File: config.mk
export PLATFORM = sky130hd
export DESIGN_NAME = intc_cmd_decoder
export DESIGN_NICKNAME = d
export VERILOG_FILES = /design/src/rtl/intc_cmd_pkg.sv /design/src/rtl/intc_init_seq.sv /design/src/rtl/intc_op_dec.sv /design/src/rtl/intc_rd_path.sv /design/src/rtl/intc_cmd_decoder.sv
export SDC_FILE = /design/constraint.sdc
export NUM_CORES = 1
export LEC_CHECK = 0
export ABC_AREA = 1
export BUFFER_PORTS_ARGS = -buffer_cell sky130_fd_sc_hd__buf_2
export CAP_MARGIN = 40
export CORE_MARGIN = 3
export CORE_UTILIZATION = 49
export DETAILED_ROUTE_END_ITERATION = 8
export PLACE_DENSITY = 0.85
export RECOVER_POWER = 100
export SLEW_MARGIN = 5
export SYNTH_ARGS = -nofsm -noshare
export SYNTH_HDL_FRONTEND = slang
export SYNTH_SLANG_ARGS = --single-unit
File: constraint.sdc
create_clock -name clk -period 4.05 [get_ports clk]
set_input_delay 1.0125 -clock clk [delete_from_list [all_inputs] [get_ports clk]]
set_output_delay 1.0125 -clock clk [all_outputs]
set_load 0.02 [all_outputs]
File: src/rtl/intc_cmd_pkg.sv
package intc_cmd_pkg;

  typedef enum logic [1:0] {
    STG_IDLE = 2'd0,
    STG_W2   = 2'd1,
    STG_W3   = 2'd2,
    STG_W4   = 2'd3
  } init_stage_e;

  // start-word fields
  localparam int I1_TAG    = 4;
  localparam int I1_SINGLE = 1;
  localparam int I1_NEED4  = 0;
  // step-4 fields
  localparam int I4_CPU    = 0;
  localparam int I4_AUTO   = 1;
  localparam int I4_NEST   = 4;
  // operation command discriminator
  localparam int OX_TAG    = 3;
  // end-of-interrupt / priority command fields
  localparam int O2_ROT    = 7;
  localparam int O2_SEL    = 6;
  localparam int O2_EOI    = 5;
  // mode command fields
  localparam int O3_ENMASK = 6;
  localparam int O3_MASK   = 5;
  localparam int O3_POLL   = 2;
  localparam int O3_RDREG  = 1;
  localparam int O3_RDISR  = 0;

endpackage

File: src/rtl/intc_init_seq.sv
module intc_init_seq
  import intc_cmd_pkg::*;
#(
  parameter bit IS_MASTER = 1'b1,
  parameter int BASE_W    = 5
) (
  input  logic              clk,
  input  logic              rst_n,
  input  logic              cmd1_we,
  input  logic              cmd1_ok,
  input  logic              data_we,
  input  logic [BASE_W-1:0] base_in,
  input  logic              cpu_bit,
  input  logic              auto_bit,
  input  logic              nest_bit,
  output init_stage_e       stage_o,
  output logic              ready_o,
  output logic [BASE_W-1:0] base_o,
  output logic              aeoi_o,
  output logic              sfn_o,
  output logic              err_o
);

  init_stage_e stage_q;
  logic        ready_q;
  logic [BASE_W-1:0] base_q;
  logic        aeoi_q;
  logic        w4_we;
  logic        w4_good;

  assign w4_we   = data_we && (stage_q == STG_W4);
  assign w4_good = w4_we && cpu_bit;
  assign err_o   = (cmd1_we && !cmd1_ok) || (w4_we && !cpu_bit);

  always_ff @(posedge clk or negedge rst_n) begin
    if (!rst_n) begin
      stage_q <= STG_IDLE;
      ready_q <= 1'b0;
      base_q  <= '0;
      aeoi_q  <= 1'b0;
    end else if (cmd1_we) begin
      ready_q <= 1'b0;
      stage_q <= cmd1_ok ? STG_W2 : STG_IDLE;
    end else if (data_we) begin
      case (stage_q)
        STG_W2: begin
          base_q  <= base_in;
          stage_q <= STG_W3;
        end
        STG_W3: stage_q <= STG_W4;
        STG_W4: begin
          stage_q <= STG_IDLE;
          if (cpu_bit) begin
            aeoi_q  <= auto_bit;
            ready_q <= 1'b1;
          end
        end
        default: stage_q <= STG_IDLE;
      endcase
    end
  end

  generate
    if (IS_MASTER) begin : g_nest
      logic sfn_q;
      always_ff @(posedge clk or negedge rst_n) begin
        if (!rst_n)       sfn_q <= 1'b0;
        else if (w4_good) sfn_q <= nest_bit;
      end
      assign sfn_o = sfn_q;
    end else begin : g_no_nest
      assign sfn_o = 1'b0;
    end
  endgenerate

  assign stage_o = stage_q;
  assign ready_o = ready_q;
  assign base_o  = base_q;
  assign aeoi_o  = aeoi_q;

endmodule

File: src/rtl/intc_op_dec.sv
module intc_op_dec
  import intc_cmd_pkg::*;
#(
  parameter int DATA_W = 8,
  parameter int PIN_W  = 3
) (
  input  logic              clk,
  input  logic              rst_n,
  input  logic              cmd1_we,
  input  logic              op_we,
  input  logic              mask_we,
  input  logic [DATA_W-1:0] wdata,
  input  logic              isr_top_vld,
  input  logic [PIN_W-1:0]  isr_top_pin,
  input  logic              poll_take,
  input  logic              ack_vld,
  input  logic [PIN_W-1:0]  ack_pin,
  input  logic              aeoi,
  output logic [DATA_W-1:0] mask_o,
  output logic              rotate_o,
  output logic              smm_o,
  output logic              rd_isr_o,
  output logic              poll_o,
  output logic [PIN_W-1:0]  lowprio_o,
  output logic              eoi_vld_o,
  output logic [PIN_W-1:0]  eoi_pin_o
);

  logic              prio_we;
  logic              mode_we;
  logic              eoi_req;
  logic [PIN_W-1:0]  eoi_pin_c;

  assign mode_we   = op_we &&  wdata[OX_TAG];
  assign prio_we   = op_we && !wdata[OX_TAG];
  assign eoi_req   = prio_we && wdata[O2_EOI];
  assign eoi_pin_c = wdata[O2_SEL] ? wdata[PIN_W-1:0] : isr_top_pin;
  assign eoi_vld_o = eoi_req && (wdata[O2_SEL] || isr_top_vld);
  assign eoi_pin_o = eoi_pin_c;

  always_ff @(posedge clk or negedge rst_n) begin
    if (!rst_n) begin
      mask_o    <= '0;
      rotate_o  <= 1'b0;
      smm_o     <= 1'b0;
      rd_isr_o  <= 1'b0;
      poll_o    <= 1'b0;
      lowprio_o <= '1;
    end else if (cmd1_we) begin
      mask_o    <= '0;
      smm_o     <= 1'b0;
      rd_isr_o  <= 1'b0;
      poll_o    <= 1'b0;
      lowprio_o <= '1;
    end else begin
      if (mask_we) mask_o <= wdata;
      if (prio_we) begin
        rotate_o <= wdata[O2_ROT];
        if (eoi_req) begin
          if (eoi_vld_o && wdata[O2_ROT]) lowprio_o <= eoi_pin_c;
        end else if (wdata[O2_SEL] && wdata[O2_ROT]) begin
          lowprio_o <= wdata[PIN_W-1:0];
        end
      end
      if (mode_we) begin
        if (wdata[O3_ENMASK]) smm_o <= wdata[O3_MASK];
        if (wdata[O3_RDREG]) begin
          rd_isr_o <= wdata[O3_RDISR];
          poll_o   <= wdata[O3_POLL];
        end
      end
      if (poll_take) poll_o <= 1'b0;
      if (ack_vld && aeoi && rotate_o) lowprio_o <= ack_pin;
    end
  end

endmodule

File: src/rtl/intc_rd_path.sv
module intc_rd_path #(
  parameter int DATA_W = 8,
  parameter int PIN_W  = 3
) (
  input  logic              rd_go,
  input  logic              a0,
  input  logic              poll,
  input  logic              elig_vld,
  input  logic [PIN_W-1:0]  elig_pin,
  input  logic [DATA_W-1:0] mask,
  input  logic              rd_isr,
  input  logic [DATA_W-1:0] irr,
  input  logic [DATA_W-1:0] isr,
  output logic [DATA_W-1:0] rdata,
  output logic              poll_take,
  output logic              ack_vld,
  output logic [PIN_W-1:0]  ack_pin
);

  localparam int PAD_W = DATA_W - 1 - PIN_W;

  logic [DATA_W-1:0] poll_word;

  assign poll_take = rd_go && poll;
  assign ack_vld   = poll_take && elig_vld;
  assign ack_pin   = elig_pin;
  assign poll_word = elig_vld ? {1'b1, {PAD_W{1'b0}}, elig_pin} : '0;

  always_comb begin
    if (!rd_go)      rdata = '0;
    else if (poll)   rdata = poll_word;
    else if (a0)     rdata = mask;
    else if (rd_isr) rdata = isr;
    else             rdata = irr;
  end

endmodule

File: src/rtl/intc_cmd_decoder.sv
module intc_cmd_decoder
  import intc_cmd_pkg::*;
#(
  parameter bit IS_MASTER = 1'b1,
  parameter int DATA_W    = 8,
  parameter int N_PINS    = 8
) (
  input  logic                        clk,
  input  logic                        rst_n,
  input  logic                        bus_a0,
  input  logic                        bus_wr,
  input  logic                        bus_rd,
  input  logic [DATA_W-1:0]           bus_wdata,
  output logic [DATA_W-1:0]           bus_rdata,
  input  logic [N_PINS-1:0]           irr_in,
  input  logic [N_PINS-1:0]           isr_in,
  input  logic                        elig_vld,
  input  logic [$clog2(N_PINS)-1:0]   elig_pin,
  input  logic                        isr_top_vld,
  input  logic [$clog2(N_PINS)-1:0]   isr_top_pin,
  output logic                        ready,
  output logic [DATA_W-$clog2(N_PINS)-1:0] vec_base,
  output logic [N_PINS-1:0]           mask_o,
  output logic                        aeoi_en,
  output logic                        sfn_en,
  output logic                        rotate_en,
  output logic                        smm_en,
  output logic                        rd_isr_sel,
  output logic                        poll_pend,
  output logic [$clog2(N_PINS)-1:0]   lowprio,
  output logic                        eoi_vld,
  output logic [$clog2(N_PINS)-1:0]   eoi_pin,
  output logic                        irr_clr,
  output logic                        ack_vld,
  output logic [$clog2(N_PINS)-1:0]   ack_pin,
  output logic                        init_err
);

  localparam int PIN_W  = $clog2(N_PINS);
  localparam int BASE_W = DATA_W - PIN_W;

  init_stage_e stage_q;
  logic wr_cmd, cmd1_we, cmd1_ok, op_we, data_we, mask_we, rd_go, poll_take;

  assign wr_cmd  = bus_wr && !bus_a0;
  assign cmd1_we = wr_cmd && bus_wdata[I1_TAG];
  assign cmd1_ok = !bus_wdata[I1_SINGLE] && bus_wdata[I1_NEED4];
  assign op_we   = wr_cmd && !bus_wdata[I1_TAG] && ready;
  assign data_we = bus_wr && bus_a0 && (stage_q != STG_IDLE);
  assign mask_we = bus_wr && bus_a0 && ready && (stage_q == STG_IDLE);
  assign rd_go   = bus_rd && !bus_wr;
  assign irr_clr = cmd1_we;

  intc_init_seq #(
    .IS_MASTER(IS_MASTER),
    .BASE_W   (BASE_W)
  ) u_init (
    .clk      (clk),
    .rst_n    (rst_n),
    .cmd1_we  (cmd1_we),
    .cmd1_ok  (cmd1_ok),
    .data_we  (data_we),
    .base_in  (bus_wdata[DATA_W-1:PIN_W]),
    .cpu_bit  (bus_wdata[I4_CPU]),
    .auto_bit (bus_wdata[I4_AUTO]),
    .nest_bit (bus_wdata[I4_NEST]),
    .stage_o  (stage_q),
    .ready_o  (ready),
    .base_o   (vec_base),
    .aeoi_o   (aeoi_en),
    .sfn_o    (sfn_en),
    .err_o    (init_err)
  );

  intc_op_dec #(
    .DATA_W(DATA_W),
    .PIN_W (PIN_W)
  ) u_op (
    .clk        (clk),
    .rst_n      (rst_n),
    .cmd1_we    (cmd1_we),
    .op_we      (op_we),
    .mask_we    (mask_we),
    .wdata      (bus_wdata),
    .isr_top_vld(isr_top_vld),
    .isr_top_pin(isr_top_pin),
    .poll_take  (poll_take),
    .ack_vld    (ack_vld),
    .ack_pin    (ack_pin),
    .aeoi       (aeoi_en),
    .mask_o     (mask_o),
    .rotate_o   (rotate_en),
    .smm_o      (smm_en),
    .rd_isr_o   (rd_isr_sel),
    .poll_o     (poll_pend),
    .lowprio_o  (lowprio),
    .eoi_vld_o  (eoi_vld),
    .eoi_pin_o  (eoi_pin)
  );

  intc_rd_path #(
    .DATA_W(DATA_W),
    .PIN_W (PIN_W)
  ) u_rd (
    .rd_go    (rd_go),
    .a0       (bus_a0),
    .poll     (poll_pend),
    .elig_vld (elig_vld),
    .elig_pin (elig_pin),
    .mask     (mask_o),
    .rd_isr   (rd_isr_sel),
    .irr      (irr_in),
    .isr      (isr_in),
    .rdata    (bus_rdata),
    .poll_take(poll_take),
    .ack_vld  (ack_vld),
    .ack_pin  (ack_pin)
  );

endmodule

==> out/results.tsv, run 1 <==
metric	value	unit
status	finished clean	
antenna_left	0	
synth.net_count	257	
ys_seq_area_share	40.1	%
first_pass_iters	4	
cellLeakagePower	1.02	nW
fmax	300	MHz
initial_core_util	54.1	%
drtIter0Drc	109	
grt_use_total	21.8	%
crit_family	simple AND/OR/NAND/NOR gates	
slew_violations	0	
holdPathStages	2	
syn_inst	216	
finalPower	0.670	mW
crit_slowest_cell	inv_1	
min_period_over_period	82.4	%
synth_cell_type_count	23	
peakVddDrop	0.000208	V
fin_ws	0.712	ns
cts_resized	0	
final_core_util	66.6	%
r2r_setup_slack	2.47	ns
finalSetupViolations	0	
rsz0062_at_grt	false	
rr_startpoint	u_init.stage_o[0]	
drc	0	
std_cell_rows	19	
skew	0.0149	ns
grt.overflow.total	0	
tns	0	ns
wl	4090	µm
path_depth	7	
diodes	0	
final_cell_mix	65 x nand2_1, 44 x clkbuf_1, 35 x o21ai_0, 34 x buf_2, 27 x inv_1	
hold_class	reg -> reg	
yosysTopAreaCellShare	35.1	%
die_x	62.6	µm
grt_pass1_vias	1541	
io_pins	78	
ff2ff_path_depth	5	
dieArea	3910	µm²
grt_pass1_wl	7120	µm
cp_cell_sequence	clkbuf_1, inv_1, nand2_4, nor2_8, nand3_1, nor2_1, buf_2	
cp-end-kind	output port	
routedWlPerCell	12.3	µm
worstPathMaxFanout	17	
synth_area_per_cell	7.26	µm²
die_h	62.6	µm
layout_commonest_cell	nand2_1	
drv_cap	0	
clk_latency	0.31	ns
final_layout_size_suffix_gt1_share	16.2	%
cts.clk_slew.worst_paths	0.14	ns
netlist_area	1570	µm²
synthTopCellsByArea	dfrtp_1 35%, nand2_1 15%, o21ai_0 11%	
placed_area	1960	µm²
hold_end	u_op.lowprio_o[2]	
dpl_worst_slack	0.908	ns
final_net_count	332	
coreArea	2900	µm²
hold_viol	0	
crit_buf_inv	3	
yosys_register_bits	25	
critPathMaxStageDelay	0.37	ns
areaGrowthSynthToFinish	23.2	%
ff_latch_area	629	µm²
start_kind	input port	
htreeDepth	1	
dpl.hpwl	3330	µm
vias	1677	
clock_sinks	25	
clockBufferDepth	2	
antenna_found_initial	0	
fill_cells	294	
multi_input_area	787	µm²
numCtsBuffers	3	
required	3.04	ns
slew-limit-headroom	15.0	%
cts_setup_buffers	0	
via_per_inst	5.05	
holdBufCountCts	0	
grt_max_degree	26	
worstMarginPinSlew	1.28	ns
fin_area	1930	µm²
cts_tree	yes	
power_density	347	nW/µm²
place_congestion	0.778	
critPathArrivalTime	2.33	ns
holdCritStartpoint	u_op.lowprio_o[2]	
synth.largest_area_cell	dfrtp_1	
io_buffers	77	
crit_type	in -> out	
final.min_clock_period	3.34	ns
ctsRootBufferMaster	clkbuf_4	
r2r-end	u_op.mask_o[0]	
yosysWarnings	0	
==> sequential cells by signal (all words and copies together) (netlist names) <==
register and cells:
u_init.base_o 5, u_op.rotate_o 1, u_op.lowprio_o 3, u_init.sfn_o 1
u_op.smm_o 1, u_op.rd_isr_o 1, u_op.poll_o 1, u_op.mask_o 8
u_init.ready_o 1, u_init.stage_o 2, u_init.aeoi_o 1
==> layout make-up <==
type	count	area share [%]
flip-flops and latches	25	32.6
repair buffers	77	17.2
clock buffers	4	1.36
well taps	42	2.72
inverters	28	5.44
multi-input cells	156	40.7
==> where the power goes <==
part / internal, mW / total [mW] / switching (mW)
sequential: 0.298 / 0.331 / 0.0330
combinational: 0.0709 / 0.232 / 0.161
clock: 0.0384 / 0.107 / 0.0691
total: 0.407 / 0.670 / 0.263
==> cell families (layout without fill, tap and decap cells) <==
group	after synthesis	count (layout)	share of synthesized area (%)
AOI/OAI and AO/OA	45	45	15.1
and+or+nand+nor	107	107	32.1
DFF	25	25	40.1
buffers and inverters	35	109	9.50
adders and majority gates	4	4	3.19
==> synthesized netlist by cell type (all sizes together) <==
| cell | n |
|---|---|
| nand3 | 23 |
| o22ai | 1 |
| nand2 | 67 |
| inv | 28 |
| nor2 | 11 |
| buf | 6 |
| clkbuf | 1 |
| dfstp | 3 |
| o21ai | 35 |
| a31oi | 4 |
| a21oi | 3 |
| o31ai | 1 |
| ha | 4 |
| dfrtp | 22 |
| o211ai | 1 |
| nand4 | 6 |
==> worst max-delay path by stage <==
stage          startpoint      endpoint  slack (ns)
2_1_floorplan      bus_rd  bus_rdata[0]        1.09
3_3_place_gp       bus_a0       eoi_vld        0.94
3_5_place_dp       bus_wr  bus_rdata[1]        0.91
4_1_cts            bus_a0       eoi_vld        0.90
5_1_grt            bus_a0       eoi_vld        0.53
6_report           bus_a0       eoi_vld        0.71
==> tightest hold or removal path, delay by kind of cell, from the launching register on <==
kind             cells  cell delay, ns
flip-flops           1            0.39
AND/OR/NAND/NOR      2            0.12
==> metal layers <==
| layer | vias to the layer above | routed length (µm) | global-route usage [%] |
|---|---|---|---|
| met4 | 0 | 27 | 4.68 |
| li1 | 857 | - | - |
| met2 | 83 | 1860 | 34.2 |
| met1 | 732 | 1770 | 29.9 |
| met5 | - | 0 | 0 |
| met3 | 5 | 438 | 6.12 |
==> metrics by stage <==
step,cells,hold WS (ns)
2_1_floorplan,216,0.517
3_3_place_gp,328,0.468
3_5_place_dp,328,0.475
4_1_cts,332,0.496
5_1_grt,332,0.525
6_report,332,0.495
Note: power is estimated with default switching activity, not from simulation.
==> run 2: changes to the inputs <==
Settings changed: ABC_AREA 1 to 0, CORE_UTILIZATION 49 to 45, PLACE_DENSITY 0.85 to 0.8.
Clock period 4.05 ns to 3.2 ns, I/O delays scaled along.
==> run 2 against run 1 <==
Net effect: register-to-register slack worse by 0.98 ns; routed wire length shrank 5.2%; clock power is 37% higher; utilization decreased by 6.8 points; design area fell by 4.0%; clock-buffer cell count shrank 1; synthesized cell count decreased by 28%; critical path type unchanged; largest power group unchanged.
==> out/results.tsv, run 2 <==
metric	value	unit
htreeDepth	1	
initial_core_util	48.3	%
grt_pass1_vias	1377	
cts_resized	0	
status	finished clean	
worstPathMaxFanout	20	
holdWs	0.531	ns
final_layout_size_suffix_gt1_share	25.0	%
io_buffers	77	
first_pass_iters	4	
grt_pass1_wl	6330	µm
via_per_inst	5.14	
synthTopCellsByArea	dfrtp_1 37%, mux2i_1 11%, mux2_2 8.3%	
clockBufferDepth	2	
holdBufCountCts	0	
finalSetupViolations	0	
hold_viol	0	
antenna_left	0	
startpoint	bus_a0	
areaGrowthSynthToFinish	23.9	%
r2r-end	u_init.base_o[1]	
cts_setup_buffers	0	
synth_area_per_cell	9.66	µm²
place_congestion	0.760	
fill_cells	331	
synth_cell_type_count	29	
holdCritStartpoint	u_init.base_o[1]	
layout_commonest_cell	clkbuf_1	
drtIter0Drc	40	
grt.overflow.total	0	
antenna_found_initial	0	
peakVddDrop	0.000284	V
dpl_worst_slack	0.475	ns
required	2.40	ns
critPathArrivalTime	1.99	ns
clock_sinks	25	
slew-limit-headroom	12.8	%
skew	0.00924	ns
power_density	454	nW/µm²
yosysWarnings	0	
netlist_area	1500	µm²
die_x	63.7	µm
finalPower	0.842	mW
fin_cells	272	
fin_ws	0.409	ns
crit_type	in -> out	
async_reset_ff_share	100	%
diodes	0	
cp_cell_sequence	buf_2, and4bb_4, nor2b_1, o211a_1, clkbuf_1	
start_kind	input port	
min_period_over_period	87.2	%
routedWlPerCell	14.3	µm
grt_use_total	19.1	%
regMostFlops	u_op.mask_o	
holdPathStages	1	
clk_latency	0.32	ns
slew_violations	0	
coreArea	3100	µm²
ys_seq_area_share	42.0	%
final.min_clock_period	2.79	ns
dpl.hpwl	3050	µm
hold_end	u_init.base_o[1]	
rsz0062_at_grt	false	
cts.clk_slew.worst_paths	0.14	ns
synth_ff_type	dfrtp_1	
syn_inst	155	
largest_reg_flops	8	
wl_met2	1730	µm
ff2ff_path_depth	5	
die_h	63.7	µm
r2r_setup_slack	1.49	ns
rr_startpoint	u_init.stage_o[0]	
m1WireLength	1740	µm
vias	1399	
tns	0	ns
grt_max_degree	26	
io_pins	78	
wl_met3	410	µm
synth_common_cells	24 x nand2_1, 22 x dfrtp_1, 18 x a21oi_1	
fmax	358	MHz
wl	3880	µm
yosysTopAreaCellShare	36.8	%
cellLeakagePower	0.829	nW
dp.cells	268	
synth_most_common_cell	nand2_1	
worstMarginPinSlew	1.31	ns
final_cell_mix	42 x clkbuf_1, 36 x buf_2, 24 x nand2_1, 22 x dfrtp_1	
drc	0	
final_net_count	270	
highest_layer	met3	
ctsRootBufferMaster	clkbuf_4	
cts_tree	yes	
yosys_register_bits	25	
crit_slowest_cell	and4bb_4	
synth.net_count	196	
hold_class	reg -> reg	
cp-end-kind	output port	
std_cell_rows	20	
synth_edf_count	0	
numCtsBuffers	3	
critPathMaxStageDelay	0.39	ns
drv_cap	0	
dieArea	4060	µm²
synth.largest_area_cell	dfrtp_1	
==> run 2: changes by cell type in the layout (fill, tap and decap cells not counted), moves of 15 or more <==
cell	delta
inv_1	-24
mux2i_1	+16
nand3_1	-18
nand2_1	-41
o21ai_0	-30
a21oi_1	+15
==> run 2: per-stage QoR <==
stage | utilization (%) | cell area, µm²
2_1_floorplan | - | 1500
3_3_place_gp | 60.8 | 1890
3_5_place_dp | 60.8 | 1890
4_1_cts | 61.8 | 1920
5_1_grt | 59.8 | 1860
6_report | 59.8 | 1860
==> run 2: kinds of logic (layout without fill, tap and decap cells) <==
kind of cell             after synthesis  in the layout  synth area share, %
adder cells (fa/ha/maj)                4              4                 3.34
AO/OA/AOI/OAI                         31             31                 12.9
AND/OR/NAND/NOR                       55             55                 17.9
flip-flops                            25             25                 42.0
buffers and inverters                 13             86                 4.84
multiplexers                          27             27                 19.0
==> run 2: report_power, final <==
group	internal [mW]	switching (mW)	leakage [nW]	total [mW]
Combinational	0.105	0.178	0.486	0.282
Clock	0.0477	0.0989	0.0139	0.147
Sequential	0.372	0.0412	0.330	0.413
==> run 2: layout make-up <==
class	instances	area [µm²]	area share (%)
inverter	4	15.0	0.809
multi-input combinational	117	788	42.5
timing repair buffer	78	338	18.2
sequential	25	629	33.9
clock inverter	1	7.51	0.405
clock buffer	3	22.5	1.21
tap	44	55.1	2.97
==> run 2: worst max-delay path by stage <==
stage,endpoint,cells after the start
6_report,eoi_vld,5
5_1_grt,init_err,6
4_1_cts,eoi_vld,5
3_5_place_dp,eoi_vld,5
3_3_place_gp,eoi_vld,5
2_1_floorplan,init_err,4
==> run 2: worst max-delay path, delay by kind of cell <==
family	cells	cell delay (ns)
AOI/OAI and AO/OA	1	0.17
and+or+nand+nor	2	0.58
buffers and inverters	2	0.43
==> run 2: routing by layer <==
metal  up-vias  global-route usage, %
li1        690                      -
met1       640                   25.9
met2        69                   30.6
met3         0                   4.99
met4         0                   4.04
met5         -                      0
==> run 3: changes to the inputs <==
Settings changed: CORE_ASPECT_RATIO set to 1.5, PLACE_DENSITY 0.8 to 0.88.
==> run 3 against run 2 <==
Net effect: sequential share of layout area down 0.34 points; power up 4.5%; routed wire length up 4.4%; worst hold slack worse by 0.022 ns; register-to-register slack worse by 0.02 ns; clock skew down 0.0045 ns; utilization down 0.47 points; highest routed layer is now met4; critical path depth up 1; first-iteration DRC count up 7.5%; flip-flop and latch count unchanged; clock power up 22%.
==> out/results.tsv, run 3 (same netlist as run 2, synthesis figures left out) <==
metric	value	unit
areaGrowthSynthToFinish	25.1	%
cts.clk_slew.worst_paths	0.08	ns
multi_input_area	793	µm²
die_x	53.1	µm
via_per_inst	5.32	
r2r_setup_slack	1.47	ns
drc	0	
final.min_clock_period	2.87	ns
fill_cells	301	
finalSetupViolations	0	
grt_max_degree	26	
first_pass_iters	4	
cp-end-kind	output port	
swShare	35.6	%
drv_cap	0	
required	2.40	ns
grt_pass1_wl	6640	µm
final_layout_size_suffix_gt1_share	25.4	%
regMostFlops	u_op.mask_o	
cts_resized	0	
wl	4050	µm
crit_slowest_cell	nor2_1	
dp.cells	264	
initial_core_util	47.4	%
power_density	470	nW/µm²
holdBufCountCts	0	
std_cell_rows	25	
drtIter0Drc	43	
crit_buf_inv	2	
slew-limit-headroom	15.7	%
min_period_over_period	89.7	%
rsz0062_at_grt	false	
clk_latency	0.26	ns
grt_pass1_vias	1462	
cts_setup_buffers	0	
cp_cell_sequence	buf_2, nand2_1, nor2_1, a21oi_1, o21ai_0, clkbuf_1	
hold_viol	0	
dpl.hpwl	3220	µm
crit_family	buffers and inverters	
grt_use_total	21.2	%
fin_cells	268	
critPathArrivalTime	2.07	ns
clock_sinks	25	
p_int	0.566	mW
io_pins	78	
routedWlPerCell	15.1	µm
status	finished clean	
cellLeakagePower	0.844	nW
pwr-share-clk	20.5	%
holdWs	0.508	ns
vias	1427	
grt.overflow.total	0	
crit_type	in -> out	
die_h	76.7	µm
slew_violations	0	
hold_class	reg -> reg	
diodes	0	
p_sw	0.314	mW
htreeDepth	1	
layout_commonest_cell	clkbuf_1	
finalPower	0.880	mW
power.combinational.fraction	32.7	%
place_congestion	0.845	
peakVddDrop	0.000421	V
seq_power_share	46.8	%
skew	0.00475	ns
largest_reg_flops	8	
antenna_left	0	
start_kind	input port	
final_core_util	59.3	%
worstPathMaxFanout	20	
critPathMaxStageDelay	0.32	ns
ctsRootBufferMaster	clkbuf_8	
io_buffers	77	
clockBufferDepth	2	
dieArea	4070	µm²
coreArea	3160	µm²
final_cell_mix	42 x clkbuf_1, 36 x buf_2, 24 x nand2_1, 22 x dfrtp_1	
worstMarginPinSlew	1.27	ns
cts_tree	yes	
final_net_count	270	
numCtsBuffers	3	
tns	0	ns
ff_latch_area	629	µm²
fmax	348	MHz
antenna_found_initial	0	
## run 3: cell type report
type,count,share of cell area [%]
inverter,4,0.801
timing repair buffer,78,18.2
clock buffer,4,2.40
tap,40,2.67
sequential,25,33.6
multi-input combinational,117,42.3
## run 3: worst paths after layout
path,to,cells after the start,start
hold reg to reg,u_init.base_o[4],1,u_init.base_o[4]
max in group asynchronous,u_init.sfn_o,1,rst_n
setup / recovery,init_err,6,bus_a0
setup reg to reg,u_init.base_o[0],5,u_init.stage_o[0]
min in group asynchronous,u_op.rotate_o,1,rst_n
hold / removal,u_init.base_o[4],1,u_init.base_o[4]
## run 3: power by group through the flow
| stage | combinational (mW) | clock [mW] | sequential (mW) |
|---|---|---|---|
| floorplan | 0.130 | 0 | 0.474 |
| global placement | 0.298 | 0 | 0.413 |
| detailed placement | 0.308 | 0 | 0.416 |
| CTS | 0.309 | 0.185 | 0.410 |
| global route | 0.311 | 0.198 | 0.420 |
| finish | 0.288 | 0.180 | 0.412 |
## run 3: per-layer routing
layer | global-route usage (%) | routed length, µm | up-vias
met5 | 0 | 0 | -
met4 | 8.70 | 102 | 0
met3 | 2.91 | 306 | 9
met2 | 38.4 | 2150 | 60
met1 | 23.5 | 1490 | 673
li1 | - | - | 685
## run 3: stage by stage
stage          setup slack [ns]  instance area [µm²]
3_3_place_gp              0.512                 1880
4_1_cts                   0.467                 1930
6_report                  0.328                 1870
5_1_grt                   0.172                 1870
2_1_floorplan             0.488                 1500
3_5_place_dp              0.470                 1880
## run 3: worst register-to-register path, cell delays in order (launching register included)
cell and delay [ns]:
dfrtp_1 0.41, inv_1 0.08, ha_1 0.22, nor2_1 0.32, nand2_1 0.26, mux2_2 0.33
